**src/rtl/lane_sync_pkg.sv**
```systemverilog
package lane_sync_pkg;

    typedef enum logic [2:0] {
        ST_HUNT   = 3'd0,
        ST_VERIFY = 3'd1,
        ST_WAIT   = 3'd2,
        ST_ALIGN  = 3'd3,
        ST_DATA   = 3'd4
    } lane_state_e;

    localparam logic [7:0] CH_COMMA    = 8'hBC;
    localparam logic [7:0] CH_MF_START = 8'h1C;
    localparam logic [7:0] CH_MF_END   = 8'h7C;
    localparam logic [7:0] CH_CFG_MARK = 8'h9C;

endpackage

```
**src/rtl/lane_sync_pos.sv**
```systemverilog
// Octet position inside frame and multiframe; position is forced to 0 while
// restart is high, so the octet seen then counts as the first one.
module lane_sync_pos #(
    parameter int unsigned OCTETS_PER_FRAME = 2,
    parameter int unsigned FRAMES_PER_MF    = 32
) (
    input  logic clk,
    input  logic rst_n,
    input  logic restart,
    input  logic step,
    output logic [((OCTETS_PER_FRAME*FRAMES_PER_MF) > 1 ? $clog2(OCTETS_PER_FRAME*FRAMES_PER_MF) : 1)-1:0] mf_pos,
    output logic frame_start,
    output logic mf_start,
    output logic mf_end
);
    localparam int unsigned MF_LEN = OCTETS_PER_FRAME * FRAMES_PER_MF;
    localparam int unsigned MFO_W  = (MF_LEN > 1) ? $clog2(MF_LEN) : 1;
    localparam int unsigned OCT_W  = (OCTETS_PER_FRAME > 1) ? $clog2(OCTETS_PER_FRAME) : 1;
    localparam logic [MFO_W-1:0] MFO_LAST = MFO_W'(MF_LEN - 1);
    localparam logic [OCT_W-1:0] OCT_LAST = OCT_W'(OCTETS_PER_FRAME - 1);

    typedef struct packed {
        logic [OCT_W-1:0] oct;
        logic [MFO_W-1:0] mfo;
    } pos_t;

    pos_t cur, pos_d, pos_q;

    always_comb begin
        cur   = restart ? '0 : pos_q;
        pos_d = pos_q;
        if (step) begin
            pos_d.oct = (cur.oct == OCT_LAST) ? '0 : cur.oct + 1'b1;
            pos_d.mfo = (cur.mfo == MFO_LAST) ? '0 : cur.mfo + 1'b1;
        end
    end

    assign mf_pos      = cur.mfo;
    assign frame_start = (cur.oct == '0);
    assign mf_start    = (cur.mfo == '0);
    assign mf_end      = (cur.mfo == MFO_LAST);

    always_ff @(posedge clk or negedge rst_n) begin
        if (!rst_n) pos_q <= '0;
        else        pos_q <= pos_d;
    end

endmodule

```
**src/rtl/lane_sync_cap.sv**
```systemverilog
// Configuration octet shift register with a compare on the value it would hold next.
module lane_sync_cap #(
    parameter int unsigned CFG_LEN = 14
) (
    input  logic                 clk,
    input  logic                 rst_n,
    input  logic                 shift_en,
    input  logic [7:0]           octet,
    input  logic [CFG_LEN*8-1:0] expected,
    output logic [CFG_LEN*8-1:0] cfg,
    output logic                 match_next
);
    localparam int unsigned CFG_W = CFG_LEN * 8;

    logic [CFG_W-1:0] cfg_d, cfg_q, shifted;

    always_comb begin
        shifted    = {cfg_q[CFG_W-9:0], octet};
        cfg_d      = shift_en ? shifted : cfg_q;
        match_next = (shifted == expected);
    end

    assign cfg = cfg_q;

    always_ff @(posedge clk or negedge rst_n) begin
        if (!rst_n) cfg_q <= '0;
        else        cfg_q <= cfg_d;
    end

endmodule

```
**src/rtl/lane_sync_rx.sv**
```systemverilog
module lane_sync_rx
    import lane_sync_pkg::*;
#(
    parameter int unsigned OCTETS_PER_FRAME = 2,
    parameter int unsigned FRAMES_PER_MF    = 32,
    parameter int unsigned CFG_LEN          = 14,
    parameter int unsigned COMMA_RUN        = 4,
    parameter int unsigned VERIFY_RUN       = 4,
    parameter int unsigned ALIGN_MFS        = 4,
    parameter int unsigned LOSS_RUN         = 4
) (
    input  logic                 clk,
    input  logic                 rst_n,
    input  logic                 in_valid,
    input  logic [7:0]           in_octet,
    input  logic                 in_is_k,
    input  logic                 in_err,
    input  logic [CFG_LEN*8-1:0] exp_cfg,
    output logic                 sync_n,
    output logic                 cgs_done,
    output logic                 cgs_err,
    output logic                 ilas_active,
    output logic                 data_active,
    output logic                 sof,
    output logic                 somf,
    output logic [CFG_LEN*8-1:0] cfg_out,
    output logic                 cfg_err,
    output logic                 out_valid,
    output logic [7:0]           out_octet
);
    localparam int unsigned MF_LEN  = OCTETS_PER_FRAME * FRAMES_PER_MF;
    localparam int unsigned MFO_W   = (MF_LEN > 1) ? $clog2(MF_LEN) : 1;
    localparam int unsigned RUN_MAX = (COMMA_RUN > VERIFY_RUN)
                                    ? ((COMMA_RUN > LOSS_RUN) ? COMMA_RUN : LOSS_RUN)
                                    : ((VERIFY_RUN > LOSS_RUN) ? VERIFY_RUN : LOSS_RUN);
    localparam int unsigned RUN_W   = (RUN_MAX > 2) ? $clog2(RUN_MAX) : 1;
    localparam int unsigned MFI_W   = (ALIGN_MFS > 2) ? $clog2(ALIGN_MFS) : 1;

    localparam logic [RUN_W-1:0] COMMA_LAST  = RUN_W'(COMMA_RUN - 1);
    localparam logic [RUN_W-1:0] VERIFY_LAST = RUN_W'(VERIFY_RUN - 1);
    localparam logic [RUN_W-1:0] LOSS_LAST   = RUN_W'(LOSS_RUN - 1);
    localparam logic [MFI_W-1:0] MFI_LAST    = MFI_W'(ALIGN_MFS - 1);
    localparam logic [MFI_W-1:0] MFI_CFG     = MFI_W'(1);
    localparam logic [MFO_W-1:0] MFO_MARK    = MFO_W'(1);
    localparam logic [MFO_W-1:0] MFO_CFG_LO  = MFO_W'(2);
    localparam logic [MFO_W-1:0] MFO_CFG_HI  = MFO_W'(CFG_LEN + 1);

    typedef struct packed {
        lane_state_e      state;
        logic [RUN_W-1:0] run;
        logic [MFI_W-1:0] mfi;
        logic             cgs_err;
        logic             cfg_err;
        logic             sof;
        logic             somf;
        logic             out_valid;
        logic [7:0]       out_octet;
    } ctl_t;

    ctl_t ctl_d, ctl_q;

    logic             pos_restart, pos_step, cap_shift, cap_match, walk, bad;
    logic [MFO_W-1:0] mf_pos;
    logic             frame_start, mf_start, mf_end;
    logic             is_comma, is_start, is_end, is_mark;

    lane_sync_pos #(
        .OCTETS_PER_FRAME(OCTETS_PER_FRAME),
        .FRAMES_PER_MF   (FRAMES_PER_MF)
    ) i_pos (
        .clk        (clk),
        .rst_n      (rst_n),
        .restart    (pos_restart),
        .step       (pos_step),
        .mf_pos     (mf_pos),
        .frame_start(frame_start),
        .mf_start   (mf_start),
        .mf_end     (mf_end)
    );

    lane_sync_cap #(
        .CFG_LEN(CFG_LEN)
    ) i_cap (
        .clk       (clk),
        .rst_n     (rst_n),
        .shift_en  (cap_shift),
        .octet     (in_octet),
        .expected  (exp_cfg),
        .cfg       (cfg_out),
        .match_next(cap_match)
    );

    assign is_comma = in_is_k && !in_err && (in_octet == CH_COMMA);
    assign is_start = in_is_k && !in_err && (in_octet == CH_MF_START);
    assign is_end   = in_is_k && !in_err && (in_octet == CH_MF_END);
    assign is_mark  = in_is_k && !in_err && (in_octet == CH_CFG_MARK);

    always_comb begin
        ctl_d           = ctl_q;
        ctl_d.sof       = 1'b0;
        ctl_d.somf      = 1'b0;
        ctl_d.out_valid = 1'b0;
        pos_restart     = !((ctl_q.state == ST_ALIGN) || (ctl_q.state == ST_DATA));
        pos_step        = 1'b0;
        cap_shift       = 1'b0;
        walk            = 1'b0;
        bad             = 1'b0;

        if (in_valid) begin
            case (ctl_q.state)
                ST_HUNT: begin
                    if (!is_comma) begin
                        ctl_d.run = '0;
                    end else if (ctl_q.run == COMMA_LAST) begin
                        ctl_d.state   = ST_VERIFY;
                        ctl_d.run     = '0;
                        ctl_d.mfi     = '0;
                        ctl_d.cgs_err = 1'b0;
                        ctl_d.cfg_err = 1'b0;
                    end else begin
                        ctl_d.run = ctl_q.run + 1'b1;
                    end
                end
                ST_VERIFY: begin
                    if (in_err) begin
                        ctl_d.state   = ST_HUNT;
                        ctl_d.run     = '0;
                        ctl_d.cgs_err = 1'b1;
                    end else if (ctl_q.run == VERIFY_LAST) begin
                        ctl_d.state = ST_WAIT;
                        ctl_d.run   = '0;
                    end else begin
                        ctl_d.run = ctl_q.run + 1'b1;
                    end
                end
                ST_WAIT: begin
                    if (is_start) begin
                        ctl_d.state = ST_ALIGN;
                        walk        = 1'b1;
                    end else if (!is_comma) begin
                        ctl_d.state = ST_HUNT;
                    end
                end
                ST_ALIGN: walk = 1'b1;
                ST_DATA: begin
                    pos_step   = 1'b1;
                    ctl_d.sof  = frame_start;
                    ctl_d.somf = mf_start;
                    if (!in_err) begin
                        ctl_d.run       = '0;
                        ctl_d.out_valid = 1'b1;
                        ctl_d.out_octet = in_octet;
                    end else if (ctl_q.run == LOSS_LAST) begin
                        ctl_d.state = ST_HUNT;
                        ctl_d.run   = '0;
                    end else begin
                        ctl_d.run = ctl_q.run + 1'b1;
                    end
                end
                default: ctl_d.state = ST_HUNT;
            endcase
        end

        if (walk) begin
            pos_step   = 1'b1;
            ctl_d.sof  = frame_start;
            ctl_d.somf = mf_start;
            bad = in_err || (mf_start && !is_start) || (mf_end && !is_end) ||
                  ((ctl_q.mfi == MFI_CFG) && (mf_pos == MFO_MARK) && !is_mark);
            if (!bad && (ctl_q.mfi == MFI_CFG) &&
                (mf_pos >= MFO_CFG_LO) && (mf_pos <= MFO_CFG_HI)) begin
                cap_shift = 1'b1;
                if (mf_pos == MFO_CFG_HI) ctl_d.cfg_err = !cap_match;
            end
            if (bad) begin
                ctl_d.state = ST_HUNT;
                ctl_d.run   = '0;
            end else if (mf_end) begin
                ctl_d.mfi = ctl_q.mfi + 1'b1;
                if (ctl_q.mfi == MFI_LAST) ctl_d.state = ST_DATA;
            end
        end
    end

    always_ff @(posedge clk or negedge rst_n) begin
        if (!rst_n) begin
            ctl_q       <= '0;
            ctl_q.state <= ST_HUNT;
        end else begin
            ctl_q <= ctl_d;
        end
    end

    assign sync_n      = (ctl_q.state != ST_HUNT);
    assign cgs_done    = (ctl_q.state == ST_WAIT) || (ctl_q.state == ST_ALIGN) ||
                         (ctl_q.state == ST_DATA);
    assign ilas_active = (ctl_q.state == ST_ALIGN);
    assign data_active = (ctl_q.state == ST_DATA);
    assign cgs_err     = ctl_q.cgs_err;
    assign cfg_err     = ctl_q.cfg_err;
    assign sof         = ctl_q.sof;
    assign somf        = ctl_q.somf;
    assign out_valid   = ctl_q.out_valid;
    assign out_octet   = ctl_q.out_octet;

endmodule

```
**config.mk**
```make
export PLATFORM = sky130hd
export DESIGN_NAME = lane_sync_rx
export DESIGN_NICKNAME = d
export VERILOG_FILES = /design/src/rtl/lane_sync_pkg.sv /design/src/rtl/lane_sync_pos.sv /design/src/rtl/lane_sync_cap.sv /design/src/rtl/lane_sync_rx.sv
export SDC_FILE = /design/constraint.sdc
export NUM_CORES = 1
export LEC_CHECK = 0
export CORE_ASPECT_RATIO = 1.75
export CORE_MARGIN = 2
export CORE_UTILIZATION = 45
export CTS_CLUSTER_DIAMETER = 60
export DETAILED_ROUTE_END_ITERATION = 8
export PLACE_DENSITY = 0.87
export SETUP_SLACK_MARGIN = 0.4
export SKIP_LAST_GASP = 1
export SLEW_MARGIN = 5
export SYNTH_ARGS = -nofsm -noshare
export SYNTH_HDL_FRONTEND = slang
export SYNTH_SLANG_ARGS = --single-unit
```
**constraint.sdc**
```tcl
create_clock -name clk -period 4.1 [get_ports clk]
set_input_delay 0.82 -clock clk [delete_from_list [all_inputs] [get_ports clk]]
set_output_delay 0.82 -clock clk [all_outputs]
set_load 0.01 [all_outputs]
```
# == Yosys cells after proc, flatten, opt, wreduce, memory -nomap -nowiden ==
# Index checks and enable logic that the tools add are counted.
# totals
regBits,139
input_bits,125
wordCells,111
# op_classes
muxes,43
eq_ne,18
add_sub_neg,4
bitwise_logic,2
n_reduce_logical,30
order_cmp,2
# ops
operator,count
$eq 112x112->1,1
$mux 3,11
$mux 20,1
$eq 8x8->1 const B,2
$pmux 3 s5,1
$mux 2,7
$mux 7,2
$logic_and 1x1->1,12
$mux 1,12
$mux 11,1
$mux 9,1
$eq 8x5->1 const B,1
$eq 8x7->1 const B,1
$mux 4,2
$add 6x1->6 const B,1
$eq 3x2->1 const B,2
$eq 6x1->1 const B,1
$eq 6x4->1 const B,1
$eq 6x6->1 const B,1
$ge 6x2->1 const B,1
$le 6x4->1 const B,1
$logic_not 1->1,6
$logic_not 6->1,1
$logic_or 1x1->1,6
17 further kinds,23

# == Longest topological paths before layout ==
# depth
depth_word,14
depth_mapped,15
mapped_depth_nobuf,11

# == Modules after synthesis ==
# From an unflattened synthesis, not the netlist that was laid out.
# hier_totals
cells_unflattened,558
area_unflattened_um2,7043.0
# by_module_without_submodules
mod,area_per_inst_um2,cells_per_inst,n_inst
lane_sync_cap,5367.6,385,1
lane_sync_rx,1219.9,121,1
lane_sync_pos,455.4,52,1

# == Worst setup path before layout ==
# OpenSTA, ideal clock, no wires.
# synth_timing
kind,reg-to-reg
startpoint,register ctl_q[18] in the netlist's numbering
endpoint,register i_cap.cfg_q[56] (netlist: i_cap.cfg[56])
setup_ns,0.128
period_less_slack_ns,3.008
arrival_ns,2.881
required_time_ns,3.972
stages_incl_launch_ff,14
setup_slack_ns,1.092
cell_sequence,dfrtp_1 -> or3b_4 -> nand2_1 -> nand2_1 -> inv_1 -> ha_1 -> nand2_1 -> a211oi_4 -> a2111oi_0 -> and4_1 -> buf_4 -> buf_6 -> buf_6 -> mux2_1
# synth_via
elab_chain_len,14
elab_cells_between_ends,25
# synth_lines
item,line,source
from (decl),lane_sync_rx.sv:60,"ctl_t ctl_d, ctl_q;"
from (signal assigned),lane_sync_rx.sv:190,ctl_q <= ctl_d;
$eq 3x2->1 or $eq 3x3->1 (tied branches),"lane_sync_rx.sv:103, lane_sync_rx.sv:110",
$logic_or 1x1->1,lane_sync_rx.sv:103,pos_restart = !((ctl_q.state == ST_ALIGN) || (ctl_q.state == ST_DATA));
$mux 7,lane_sync_pos.sv:30,cur = restart ? '0 : pos_q;
$logic_not 6->1,lane_sync_pos.sv:40,assign mf_start = (cur.mfo == '0);
$logic_and 1x1->1,lane_sync_rx.sv:168,bad = in_err || (mf_start && !is_start) || (mf_end && !is_end) ||
$logic_or 1x1->1 (3 in series),lane_sync_rx.sv:168,
$logic_not 1->1,lane_sync_rx.sv:170,if (!bad && (ctl_q.mfi == MFI_CFG) &&
$logic_and 1x1->1 (2 in series),lane_sync_rx.sv:170,
$logic_and 1x1->1,lane_sync_rx.sv:171,(mf_pos >= MFO_CFG_LO) && (mf_pos <= MFO_CFG_HI)) begin
$mux 1,lane_sync_rx.sv:170,
$mux 1 (*),lane_sync_rx.sv:164,if (walk) begin
to (signal assigned),lane_sync_cap.sv:27,else cfg_q <= cfg_d;
to (decl),lane_sync_cap.sv:15,"logic [CFG_W-1:0] cfg_d, cfg_q, shifted;"
# Mark *: on every way between the ends. The rest lies on a longest branch, timed or not.
# A chain may end at the register's enable or synchronous reset.

# == Worst setup path after layout ==
# layout_timing
startpoint,register ctl_q[18] in the netlist's numbering
endpoint,register i_cap.cfg_q[77] (netlist: i_cap.cfg[77])
# The elaborated chain is that of the path after synthesis.

==> results_dict.tcl <==
set metrics [dict create \
    num_antenna_cells 0 \
    cts_resized 0 \
    start_util_pct 46.0 \
    drive_gt1_share_pct 15.2 \
    yosysUniqueCellTypes 50 \
    synth_area_leaders "dfrtp_1, mux2_2, xnor2_1" \
    worstReg2RegEnd "i_cap.cfg[77]" \
    fin_nets 985 \
    status "completed" \
    cp-end-kind "flop" \
    cts_tree "yes" \
    io_buffers 253 \
    postSynthCellCount 597 \
    cp_cell_sequence "or3b_4, nand2_1, nand2_1, inv_1, ha_1, nand2_1, a211oi_4, a2111oi_0, and4_4, buf_12, mux2_2" \
    n_fill_cell 1142 \
    wl_per_cell_um 22.0 \
    setup_tns_ns 0 \
    r2r_cells 11 \
    r2r_slack_ns 0.61 \
    clock_path_buffers 2 \
    cts_root_buffer "clkbuf_16" \
    grt_pass1_vias 5999 \
    rsz0062_at_grt "false" \
    ctsHoldBuffers 0 \
    io_pins 254 \
    core_um2 15400 \
    area_growth_pct 46.2 \
    insertion_delay_ns 0.41 \
    dieWidth_um 98.9 \
    ir_worst_vdd_v 0.000238 \
    vias 5718 \
    power_leakage_nw 4.53 \
    die_y_um 170 \
    relSlewSlack_pct 33.9 \
    synth-seq-cells 139 \
    synth_edf_count 0 \
    maxCapViolations 0 \
    clk_pin_slew_ns 0.06 \
    overflow 0 \
    finalClockSkew_ns 0.0101 \
    dieArea_um2 16800 \
    placementRows 60 \
    crit_type "flop to flop" \
    postRouteAntennaNets 0 \
    p_per_area_nw_per_um2 314 \
    clock_sinks 139 \
    grt_max_degree 106 \
    h-tree-depth 4 \
    async_flop_share_pct 100 \
    syn-num-nets 729 \
    hold_viol 0 \
    holdWs_ns 0.477 \
    hold_path_end "sof" \
    cts_setup_buffers 0 \
    arrival_ns 3.78 \
    cp_common_cell "nand2_1" \
    synth_largest_area_cell "dfrtp_1" \
    drtIter0Drc 250 \
    startpoint_type "flop" \
    finalSetupViolCount 0 \
    period_share_pct 85.1 \
    dr.pass1.iters 4 \
    hold_path.startpoint "i_pos.pos_q[6]" \
    yosysSeqAreaShare_pct 49.1 \
    cts_made_buffers 17 \
    hold_class "flop to flop" \
    place_congestion 0.966 \
    synthesis.area_um2 7090 \
    crit_slowest_cell "dfrtp_1" \
    crit_fanout 54 \
    synth_top_cell_area_share_pct 49.1 \
    regToRegStartpoint "ctl_q[18]" \
    grt_pass1_wl_mm 34.7 \
    yosys_warnings 0 \
    hold_depth 1 \
    synth_ff_type "dfrtp_1" \
    crit_required_ns 4.39 \
    viasPerCell 5.44 \
    max_clock_freq_ghz 0.287 \
    drv_slew 0 \
    drc 0 \
    max_stage_delay_ns 0.60 \
    antenna_found_initial 0 \
    dpl.hpwl_mm 17.7 \
    track_usage_pct 27.5 \
    finalWorstPathRequiredPeriod_ns 3.49 \
    wl_mm 23.1 \
    avgSynthCellArea_um2 11.9 \
    tightestPinTransition_ns 0.991 \
]
## area by class of cell
type / count / area (um^2) / share of cell area (%)
timing repair buffer: 265 / 2650 / 25.6
sequential: 139 / 3480 / 33.6
inverter: 22 / 82.6 / 0.797
multi-input combinational: 408 / 3330 / 32.1
clock inverter: 12 / 139 / 1.34
clock buffer: 20 / 447 / 4.31
tap: 186 / 233 / 2.25
## flip-flops by register name, indices dropped and copies added (netlist names)
signal / flops
out_octet: 8
i_cap.cfg: 112
out_valid: 1
cfg_err: 1
ctl_q: 7
i_pos.pos_q: 7
cgs_err: 1
sof: 1
somf: 1
## metrics by stage
| stage | setup slack (ns) | util [%] | instances | power, mW | area, um^2 |
|---|---|---|---|---|---|
| global route | 0.439 | 67.3 | 1052 | 3.36 | 10400 |
| detailed placement | 0.429 | 63.5 | 1020 | 1.75 | 9770 |
| CTS | 0.630 | 67.3 | 1052 | 3.27 | 10400 |
| floorplan | 1.09 | - | 597 | 1.54 | 7090 |
| global placement | 0.507 | 63.5 | 1020 | 1.74 | 9770 |
| finish | 0.613 | 67.3 | 1052 | 3.25 | 10400 |
## logic make-up (layout without fill, tap and decap cells)
group / after synthesis / after routing / synth area share, %
AO/OA/AOI/OAI: 66 / 66 / 5.95
XOR/XNOR: 98 / 98 / 12.1
adder cells (fa/ha/maj): 7 / 7 / 1.24
buffers and inverters: 50 / 319 / 3.97
flip-flops: 139 / 139 / 49.1
multiplexers: 112 / 112 / 17.8
AND/OR/NAND/NOR: 125 / 125 / 9.89
## placed cells by master, fill, tap and decap left out, types with 5 or more instances in the layout
cell type / instances
buf_4: 10
mux2_2: 85
nor4_1: 13
clkbuf_16: 17
nand3_1: 8
nand2b_1: 9
xnor2_1: 80
nand4_1: 27
and3_1: 5
inv_1: 22
a21oi_1: 10
nand2_1: 32
clkdlybuf4s50_1: 252
nor2_1: 12
o22ai_1: 5
xor2_1: 18
o21ai_0: 27
ha_1: 7
mux2_1: 25
dfrtp_1: 139
## worst max path at each step
stage | startpoint | to | slack, ns | cells after the start
after floorplan | ctl_q[18] | i_cap.cfg[56] | 1.09 | 13
after global placement | in_octet[0] | i_cap.cfg[96] | 0.51 | 7
after detailed placement | in_octet[0] | i_cap.cfg[50] | 0.43 | 7
after CTS | ctl_q[18] | i_cap.cfg[50] | 0.63 | 11
after global routing | ctl_q[18] | i_cap.cfg[76] | 0.44 | 11
final | ctl_q[18] | i_cap.cfg[77] | 0.61 | 11
## routing by layer
metal	track usage, %	routed length [um]	vias up
li1	-	-	2630
met1	30.1	8270	2817
met2	51.3	12800	228
met3	5.71	1250	43
met4	10.6	799	0
met5	0	0	-
## worst max-delay path, delay by kind of cell (launching register included)
| family | cells | cell delay (ns) |
|---|---|---|
| flip-flops | 1 | 0.60 |
| buffers and inverters | 2 | 0.39 |
| adder cells (fa/ha/maj) | 1 | 0.28 |
| AND/OR/NAND/NOR | 5 | 1.23 |
| AO/OA/AOI/OAI | 2 | 0.43 |
| multiplexers | 1 | 0.38 |
## cell usage after synthesis, types with 8 or more instances
master / instances
mux2_1: 25
buf_4: 9
nor4_1: 13
nor2_1: 12
xnor2_1: 80
nand2_1: 32
dfrtp_1: 139
a21oi_1: 10
mux2_2: 85
o21ai_0: 27
nand2b_1: 9
nand3_1: 8
nand4_1: 27
xor2_1: 18
inv_1: 22
## where the power goes
part | total (mW) | internal [mW] | switching [mW] | leakage (nW)
clock | 1.53 | 0.920 | 0.606 | 0.285
combinational | 0.309 | 0.178 | 0.131 | 2.37
sequential | 1.41 | 1.39 | 0.0204 | 1.87
total | 3.25 | 2.49 | 0.758 | 4.53
Note: power is estimated with default switching activity, not from simulation.
